==> src/rtl/memerr_guard.sv <==
module memerr_guard #(
  parameter int AW       = 32,
  parameter int LIM_LSB  = 22,
  parameter int CKW      = 8,
  parameter int LPEN_BIT = 16
) (
  input  logic           clk,
  input  logic           rst_n,
  input  logic           reg_wr,
  input  logic [2:0]     reg_addr,
  input  logic [31:0]    reg_wdata,
  output logic [31:0]    reg_rdata,
  input  logic           acc_valid,
  input  logic           acc_io,
  input  logic [AW-1:0]  acc_addr,
  output logic           fwd_valid,
  output logic [AW-1:0]  fwd_addr,
  input  logic           rd_valid,
  input  logic [AW-1:0]  rd_addr,
  input  logic [63:0]    rd_data,
  input  logic [CKW-1:0] rd_check,
  input  logic           rd_ce,
  input  logic           rd_ue,
  output logic           mchk_hi,
  output logic           mchk_lo
);
  localparam int LW = AW - LIM_LSB;
  localparam logic [2:0] A_CTRL = 3'd0, A_LIM = 3'd1, A_STAT = 3'd2,
                         A_DHI = 3'd3, A_DLO = 3'd4, A_CK = 3'd5, A_EADR = 3'd6;

  logic           lp_en;
  logic [LW-1:0]  lim_q;
  logic [2:0]     st_q;
  logic [31:0]    cap_hi, cap_lo;
  logic [CKW-1:0] cap_ck;
  logic [AW-1:0]  cap_addr;

  logic over, addr_err, ue_ev, ce_ev, log_ev;
  logic [2:0] clr, st_set;

  assign over     = acc_addr[AW-1:LIM_LSB] > lim_q;
  assign addr_err = acc_valid & ~acc_io & over;
  assign fwd_valid = acc_valid & ~addr_err;
  assign fwd_addr  = acc_addr;

  assign ue_ev  = rd_valid & rd_ue;
  assign ce_ev  = rd_valid & rd_ce & ~rd_ue & lp_en;
  assign log_ev = ue_ev | ce_ev;

  assign clr    = (reg_wr && reg_addr == A_STAT) ? reg_wdata[2:0] : 3'b000;
  assign st_set = {addr_err, ue_ev, ce_ev};

  always_ff @(posedge clk or negedge rst_n) begin
    if (!rst_n) begin
      lp_en <= 1'b0;
      lim_q <= '1;
    end else if (reg_wr) begin
      if (reg_addr == A_CTRL) lp_en <= reg_wdata[LPEN_BIT];
      if (reg_addr == A_LIM)  lim_q <= reg_wdata[AW-1:LIM_LSB];
    end
  end

  always_ff @(posedge clk or negedge rst_n) begin
    if (!rst_n) st_q <= '0;
    else        st_q <= (st_q & ~clr) | st_set;
  end

  always_ff @(posedge clk or negedge rst_n) begin
    if (!rst_n) begin
      cap_hi   <= '0;
      cap_lo   <= '0;
      cap_ck   <= '0;
      cap_addr <= '0;
    end else if (log_ev) begin
      cap_hi   <= rd_data[63:32];
      cap_lo   <= rd_data[31:0];
      cap_ck   <= rd_check;
      cap_addr <= rd_addr;
    end
  end

  assign mchk_hi = st_q[1];
  assign mchk_lo = st_q[0];

  always_comb begin
    reg_rdata = '0;
    case (reg_addr)
      A_CTRL: reg_rdata[LPEN_BIT] = lp_en;
      A_LIM:  reg_rdata = 32'({lim_q, {LIM_LSB{1'b0}}});
      A_STAT: reg_rdata[2:0] = st_q;
      A_DHI:  reg_rdata = cap_hi;
      A_DLO:  reg_rdata = cap_lo;
      A_CK:   reg_rdata = 32'(cap_ck);
      A_EADR: reg_rdata = 32'(cap_addr);
      default: reg_rdata = '0;
    endcase
  end
endmodule


==> config.mk <==
export PLATFORM = sky130hd
export DESIGN_NAME = memerr_guard
export DESIGN_NICKNAME = d
export VERILOG_FILES = /design/src/rtl/memerr_guard.sv
export SDC_FILE = /design/constraint.sdc
export NUM_CORES = 1
export LEC_CHECK = 0
export BUFFER_PORTS_ARGS = -buffer_cell sky130_fd_sc_hd__buf_2
export CORE_UTILIZATION = 53
export DETAILED_ROUTE_END_ITERATION = 7
export PLACE_DENSITY = 0.86
export SETUP_SLACK_MARGIN = 0.1
export SLEW_MARGIN = 20
export SYNTH_ARGS = -nofsm -noshare
export SYNTH_HDL_FRONTEND = slang
export SYNTH_SLANG_ARGS = --single-unit
==> constraint.sdc <==
create_clock -name clk -period 3.5 [get_ports clk]
set_input_delay 0.35 -clock clk [delete_from_list [all_inputs] [get_ports clk]]
set_output_delay 0.35 -clock clk [all_outputs]
set_load 0.02 [all_outputs]
### Word-level counts from Yosys, hierarchy flattened

Cells that the tools add are included.

* output and inout port bits: 67
* logic and storage cells: 37
* register bits: 118

* mux-type cells: 5
* equality and inequality tests: 6
* reduce and logical (&&, ||, !) cells: 4
* $lt $le $gt $ge: 1
* bitwise operators: 14

Operators by type and width (number)
* case mux 15 bit (4 select lines): 1
* case mux 13 bit (4 select lines): 1
* case mux 3 bit (5 select lines): 1
* greater-than comparator 10 bit: 1
* equality test 3 bit (second input constant): 3
* AND 1 bit: 7
* equality test 3 x 2 -> 1 bit (second input constant): 2
* case mux 1 bit (4 select lines): 1
* AND reduction 2 bit: 2
* AND 3 bit: 1
* equality test 3 x 1 -> 1 bit (second input constant): 1
* logical NOT 3 bit: 1
* 2-to-1 mux 3 bit: 1
* NOT 1 bit: 3
* NOT 3 bit: 1
* bitwise OR 3 bit: 1
* logical AND 1 bit: 1
* bitwise OR 1 bit: 1

### Depth between registers and ports, before layout

Gate-level depths: netlist (run 1).

* depth in word-level cells: 6
* gate-level depth with buffers: 6
* depth with buffers taken out: 6

### Worst setup path after synthesis (run 1)

OpenSTA, ideal clock, no wires.

* kind: register -> output
* start point: reg lim_q[5]
* end point: out fwd_valid
* stages on the path, launching flop included: 7
* arrival time: 1.699 ns
* path buffers: 0
* path slack: 1.451 ns
* data required time: 3.150 ns
* cells stage by stage: dfstp_2 > inv_1 > ha_1 > a21oi_1 > o21ai_0 > a2111oi_2 > o21a_1

* cells in the longest elaborated chain, start to end: 4

Ends and longest elaborated chain
* start: declaration: line 32 `logic [LW-1:0] lim_q;`
* start signal: assignment: line 59 `if (reg_addr == A_LIM) lim_q <= reg_wdata[AW-1:LIM_LSB];`
* greater-than comparator 10 bit: line 41 `assign over = acc_addr[AW-1:LIM_LSB] > lim_q;`
* AND 1 bit: line 42 `assign addr_err = acc_valid & ~acc_io & over;`
* NOT 1 bit: line 43 `assign fwd_valid = acc_valid & ~addr_err;`
* AND 1 bit: line 43
* end: declaration: line 16 `output logic fwd_valid,`

Every way passes these cells.

### Worst setup path after layout (run 1)

Ends and elaborated chain as after synthesis.

==> results of run 1 <==
kinds of logic (layout without fill, tap and decap cells):
family          after synthesis  count (layout)  synth area share (%)
simple gates                 68              68                  5.22
buf+inv                      74             235                  9.12
compound gates               60              60                  6.60
mux                         148             148                  29.5
fa+ha+maj                    11              11                  2.20
flops                       118             118                  47.4
flip-flops by register name, indices dropped and copies added, names as in the netlist:
register  cells
cap_addr     32
cap_ck        8
cap_hi       32
cap_lo       32
lim_q        10
lp_en         1
st_q          3
metal layers:
layer	global-route usage, %	wire length, um
met3	7.08	1040
met1	30.6	5960
met2	40.5	7090
met4	9.69	280
met5	0	0
power breakdown:
part           switching (W)  leakage [nW]  internal, W
registers           0.000144          1.36      0.00163
logic               0.000402          2.04     0.000480
clock network       0.000573         0.290      0.00120
total                0.00112          3.69      0.00331
worst reg2reg max path, delay by kind of cell (launching register included):
family           cells  cell delay, ps
DFF                  1             410
muxes                1             590
and+or+nand+nor      2             840
path summary, 6_finish.rpt:
path,endpoint
max in group asynchronous,cap_addr[16]$_DFFE_PN0P_
worst max-delay path,fwd_valid
worst max register to register,cap_hi[28]$_DFFE_PN0P_
worst min-delay path,cap_addr[11]$_DFFE_PN0P_
min in group clk,lim_q[4]$_DFFE_PN1P_
worst min register to register,cap_hi[22]$_DFFE_PN0P_
stage by stage:
| stage | worst slack, ps | util, % | hold slack, ps |
|---|---|---|---|
| after floorplan | 1450 | - | 54.4 |
| after global placement | 955 | 60.1 | 451 |
| after detailed placement | 892 | 60.1 | 473 |
| after CTS | 789 | 65.4 | 36.8 |
| after global routing | 660 | 65.4 | 64.1 |
| final | 778 | 65.4 | -12.8 |
layout by cell type, fill, tap and decap left out, types with 6 or more instances in the layout:
cell type  instances
ha_1              11
inv_1             14
o22a_1            10
buf_2            182
clkbuf_16         17
mux2_2            49
dfrtp_1          108
o21ai_0           21
nor2_1            24
nand2_1           28
mux2_4            60
a221oi_1           6
mux2i_1           39
dfstp_2           10
a21oi_1            7
clkbuf_1           8
cell type report:
class	count	area, um^2
fillers	867	3970
clock inverters	3	90.1
inverters	16	60.1
multi-input cells	287	2730
repair buffers	187	961
well taps	143	179
clock buffers	29	510
flip-flops and latches	118	2970
==> summary.txt, run 1 <==
Timing
  • WHS: -12.8 ps
  • Clock Skew: 9.44 ps
  • Slew margin rel.: 32.2%
  • Final setup viols: 0
  • Fmax: 0.367 GHz
  • Unrepaired setup endpoints after global routing: false
  • Worst Tran Pin Value: 1020 ps
  • Min Tclk post-route: 2720 ps
  • Fin crit share: 77.8%
  • Max-slew violations: 0
  • Setup TNS: 0 ps
  • Endpoints failing hold: 4

Detailed routing
  • DRT Pass-1 Iters: 7
  • Initial drt markers: 228
  • DR vias: 4274
  • Average via count per standard cell: 5.46
  • Post-DRT Antenna Nets: 0
  • WL/cell: 18.4 um
  • Remaining DRCs: 0
  • Final Routed Wirelength: 14.4 mm

Synth
  • Post-Syn Nets: 669
  • Leading area contributor after synthesis: dfrtp_1
  • Top post-synthesis cells by area: dfrtp_1 43%, mux2_4 14%, mux2_2 8.8%, mux2i_1 6.2%, buf_4 5.0%
  • Register area share after synthesis: 47.4%
  • Main flop type after synthesis: dfrtp_1
  • Mapped cell area: 6260 um^2
  • Ys async rst share: 100%
  • Top-area cell type share of the netlist area: 43.2%
  • Synth unique cells: 40
  • Number of enable flip-flop cells after synthesis: 0
  • Avg Inst Size Synth: 13.1 um^2
  • Syn Inst Count: 479
  • Syn. warnings: 0
  • Post-synth top cells: 108 x dfrtp_1, 60 x mux2_4, 49 x mux2_2, 42 x buf_4, 39 x mux2i_1
  • Dominant cell by count in the synthesized netlist: dfrtp_1
  • FF+latch count, synth: 118

GRT
  • Pin count of the biggest net entering global routing: 105
  • Total GRT Usage: 24.7%
  • Congestion Overflow GR: 0
  • Vias in the first global route: 4713
  • Initial antenna violation count: 0
  • First-pass GRT wire length: 23.5 mm

Placement
  • HPWL after DPL: 9.89 mm
  • Port buffer count: 183
  • Routability cong.: 0.885
  • Cells after DPL: 751
  • Cell Area, Placed: 6890 um^2

Critical path
  • Req. time, crit path: 3150 ps
  • Crit-path max FO: 3
  • Worst Path Buf+Inv: 2
  • Critical path data arrival time: 2370 ps
  • R2R cell count: 3
  • Worst Setup SP: lim_q[5]$_DFFE_PN1P_
  • Crit start category: flop
  • CP Class: flop to output port
  • R2r setup slk: 1560 ps
  • Family with the most delay on the worst path: compound AO/OA/AOI/OAI gates
  • Slowest cell delay on critical path: 530 ps
  • Crit path capture type: output port
  • Crit-path slowest cell: dfstp_2
  • Levels on crit path: 7
  • R2r startpoint: lp_en$_DFFE_PN0P_
  • Crit path cell chain: inv_1 > ha_1 > a21oi_1 > o21ai_0 > a2111oi_2 > o21a_1 > buf_2

Worst hold path
  • Worst hold path class: input pin to asynchronous set/reset pin

Power and ir drop
  • Leakage power: 3.69 nW
  • VDD IR max: 446 uV
  • Pwr dens: 591 nW/um^2
  • Overall Power: 0.00443 W

Die
  • Placement row count: 39
  • # IOs: 246
  • Die Span Y: 111 um
  • Core footprint: 11500 um^2
  • Initial Util: 54.6%
  • Die area: 12200 um^2
  • Die W: 111 um

Final layout
  • Final instance area: 7490 um^2
  • Post-Layout Cell Count: 783
  • Syn-to-layout area delta: 19.8%
  • Share of cells above drive strength 1: 53.0%
  • N_diodes: 0
  • Final net count: 817

Clock network
  • Resize count post-CTS: 0
  • CTS buffer count: 17
  • Worst-path clk slew: 50 ps
  • Post-CTS setup buffer count: 0
  • Clock sink count: 118
  • Clock Tree Buf Depth: 2
  • Hold-fix buffers, CTS: 0
  • Clock Root Buffer: clkbuf_16
  • H-tree levels: 4
  • CTS tree: done
  • Worst-skew pair later-pin latency: 420 ps

Outcome
  • Status: finished with violations
  • Failing checks: negative hold slack

Run
  • Maxcap violations: 0
Note: power is estimated with default switching activity, not from simulation.
==> run 2, diff against run 1 <==
CORE_UTILIZATION = 45   (was 53)
PLACE_DENSITY = 0.78   (was 0.86)
clock period = 2.2 ns   (was 3.5 ns; I/O delays follow)
==> summary.txt, run 2 (synthesis gave the netlist of run 1 again) <==
Outcome
  • Status: finished with violations (unchanged)
  • Failing checks: negative setup slack (was negative hold slack)

Clock network
  • Clock sink count: 118 (unchanged)
  • H-tree levels: 4 (unchanged)
  • CTS buffer count: 17 (unchanged)
  • CTS tree: done (unchanged)
  • Worst-skew pair later-pin latency: 410 ps (was 420 ps)
  • Clock Root Buffer: clkbuf_16 (unchanged)
  • Worst-path clk slew: 60 ps (was 50 ps)
  • Clock Tree Buf Depth: 2 (unchanged)

Detailed routing
  • DRT Pass-1 Iters: 4 (was 7)
  • Remaining DRCs: 0 (unchanged)
  • WL/cell: 17.9 um (was 18.4 um)
  • DR vias: 4281 (was 4274)
  • Average via count per standard cell: 5.16 (was 5.46)
  • Post-DRT Antenna Nets: 0 (unchanged)
  • Initial drt markers: 208 (was 228)
  • Final Routed Wirelength: 14.8 mm (was 14.4 mm)

Placement
  • Cell Area, Placed: 7050 um^2 (was 6890 um^2)
  • Port buffer count: 183 (unchanged)
  • Routability cong.: 0.811 (was 0.885)
  • HPWL after DPL: 10.4 mm (was 9.89 mm)

Critical path
  • Crit start category: flop (unchanged)
  • Worst Setup SP: lim_q[3]$_DFFE_PN1P_ (was lim_q[5]$_DFFE_PN1P_)
  • R2r setup slk: 440 ps (was 1560 ps)
  • CP Class: flop to output port (unchanged)
  • Crit-path max FO: 2 (was 3)
  • Req. time, crit path: 1980 ps (was 3150 ps)
  • Reg2Reg Capture Point: st_q[2]$_DFF_PN0_ (was cap_hi[28]$_DFFE_PN0P_)
  • Crit path capture type: output port (unchanged)
  • R2R cell count: 6 (was 3)
  • R2r startpoint: lim_q[3]$_DFFE_PN1P_ (was lp_en$_DFFE_PN0P_)
  • Critical path data arrival time: 2190 ps (was 2370 ps)
  • Capture point of the worst path: fwd_valid (unchanged)

Final layout
  • Syn-to-layout area delta: 23.4% (was 19.8%)
  • Final net count: 829 (was 817)
  • Fillers: 1107 (was 867)
  • Most common cell after layout, fill and taps aside: buf_2 (unchanged)
  • Share of cells above drive strength 1: 56.0% (was 53.0%)
  • Final instance area: 7720 um^2 (was 7490 um^2)
  • Multi-input gate area: 2810 um^2 (was 2730 um^2)
  • Register area: 2970 um^2 (unchanged)
  • Largest regs: cap_addr x32, cap_hi x32, cap_lo x32 (unchanged)
  • Most frequent cells in the layout: 181 x buf_2, 108 x dfrtp_1, 60 x mux2_4, 49 x mux2_2, 39 x mux2i_1 (was 182 x buf_2, 108 x dfrtp_1, 60 x mux2_4, 49 x mux2_2, 39 x mux2i_1)

Timing
  • Setup TNS: -208 ps (was 0 ps)
  • Clock Skew: 8.50 ps (was 9.44 ps)
  • Slew margin rel.: 56.1% (was 32.2%)
  • Final setup viols: 1 (was 0)
  • Min Tclk post-route: 2410 ps
  • Endpoints failing hold: 0 (was 4)
  • Worst Tran Pin Value: 659 ps (was 1020 ps)
  • Fin crit share: 109%
  • Unrepaired setup endpoints after global routing: true (was false)
  • Fmax: 0.415 GHz
  • WHS: 22.8 ps (was -12.8 ps)
  • Max-slew violations: 0 (unchanged)
  • Setup ws final: -208 ps (was 778 ps)

Die
  • Die Span Y: 120 um (was 111 um)
  • Initial Util: 46.7% (was 54.6%)
  • # IOs: 246 (unchanged)
  • Die area: 14400 um^2 (was 12200 um^2)
  • Placement row count: 42 (was 39)
  • Core footprint: 13400 um^2 (was 11500 um^2)
  • Die W: 120 um (was 111 um)

GRT
  • Initial antenna violation count: 1 (was 0)
  • First-pass GRT wire length: 23.5 mm (about the same)
  • Congestion Overflow GR: 0 (unchanged)
  • Total GRT Usage: 21.6% (was 24.7%)
  • Vias in the first global route: 4561 (was 4713)
  • Pin count of the biggest net entering global routing: 64 (was 105)

Run
  • Maxcap violations: 0 (unchanged)

Power and ir drop
  • Leakage power: 3.76 nW (was 3.69 nW)
  • Overall Power: 0.00697 W (was 0.00443 W)
  • Pwr dens: 903 nW/um^2 (was 591 nW/um^2)
  • VDD IR max: 531 uV (was 446 uV)

Worst hold path
  • Worst hold path class: input pin to flop (was input pin to asynchronous set/reset pin)
run 2: cell types whose count changed in the layout (fill, tap and decap cells not counted), sizes merged:
cell / before / now
clkbuf: 29 / 23
dlygate4sd3: 0 / 1
bufinv: 3 / 2
clkinv: 1 / 7
diode: 0 / 1
buf: 187 / 198
clkinvlp: 0 / 1
run 2: worst min-delay path by stage:
stage / from / to / slack, ps / cells after the start
after global routing: rd_addr[15] / cap_addr[15]$_DFFE_PN0P_ / 30 / 2
after detailed placement: rst_n / cap_lo[30]$_DFFE_PN0P_ / 200 / 1
final: reg_wdata[25] / lim_q[3]$_DFFE_PN1P_ / 20 / 3
after global placement: rst_n / cap_lo[30]$_DFFE_PN0P_ / 190 / 1
after floorplan: rst_n / cap_addr[0]$_DFFE_PN0P_ / -80 / 0
after CTS: reg_wdata[26] / lim_q[4]$_DFFE_PN1P_ / 3 / 3
run 2: repair_timing:
item / CTS / global route
cloned: 0 / 0
hold buffers: 1 / 0
pin swaps: 4 / 3
endpoints found under the hold margin: 22 / 0
setup buffers: 1 / 0
gates resized for setup: 14 / 3
setup endpoints to repair: 1 / 1
run 2: worst max-delay path, cell delays in order, from the launching register on:
cell and delay (ps):
dfstp_2 530, inv_1 50, ha_1 290, a21oi_1 190, o21ai_2 120, a2111oi_4 310
o21a_1 180, buf_6 120
run 2: cell type report:
type	instances	share of cell area (%)
Sequential cell	118	38.4
Multi-Input combinational cell	287	36.3
Timing Repair Buffer	199	14.2
Clock buffer	23	6.06
Tap cell	176	2.85
Clock inverter	9	1.31
Inverter	16	0.778
Antenna cell	1	0.0324
run 2: power breakdown:
group / switching [W] / leakage [nW] / total, W / internal [W]
combinational: 0.000682 / 2.11 / 0.00150 / 0.000815
clock: 0.000934 / 0.281 / 0.00265 / 0.00172
sequential: 0.000230 / 1.36 / 0.00282 / 0.00259
total: 0.00185 / 3.76 / 0.00697 / 0.00512
run 2: through the flow:
stage                     worst slack [ps]  cells  util, %
after global placement                 137    794     52.6
final                                 -208    829     57.6
after detailed placement               108    794     52.6
after global routing                  -278    828     57.6
after CTS                             -186    828     57.6
after floorplan                        281    479        -
run 2: layer usage:
| metal | vias to the layer above | track usage, % | routed length [um] |
|---|---|---|---|
| met2 | 159 | 36.9 | 7490 |
| met3 | 27 | 4.94 | 976 |
| li1 | 1989 | - | - |
| met1 | 2106 | 26.5 | 6200 |
| met4 | 0 | 7.50 | 182 |
| met5 | - | 0 | 0 |
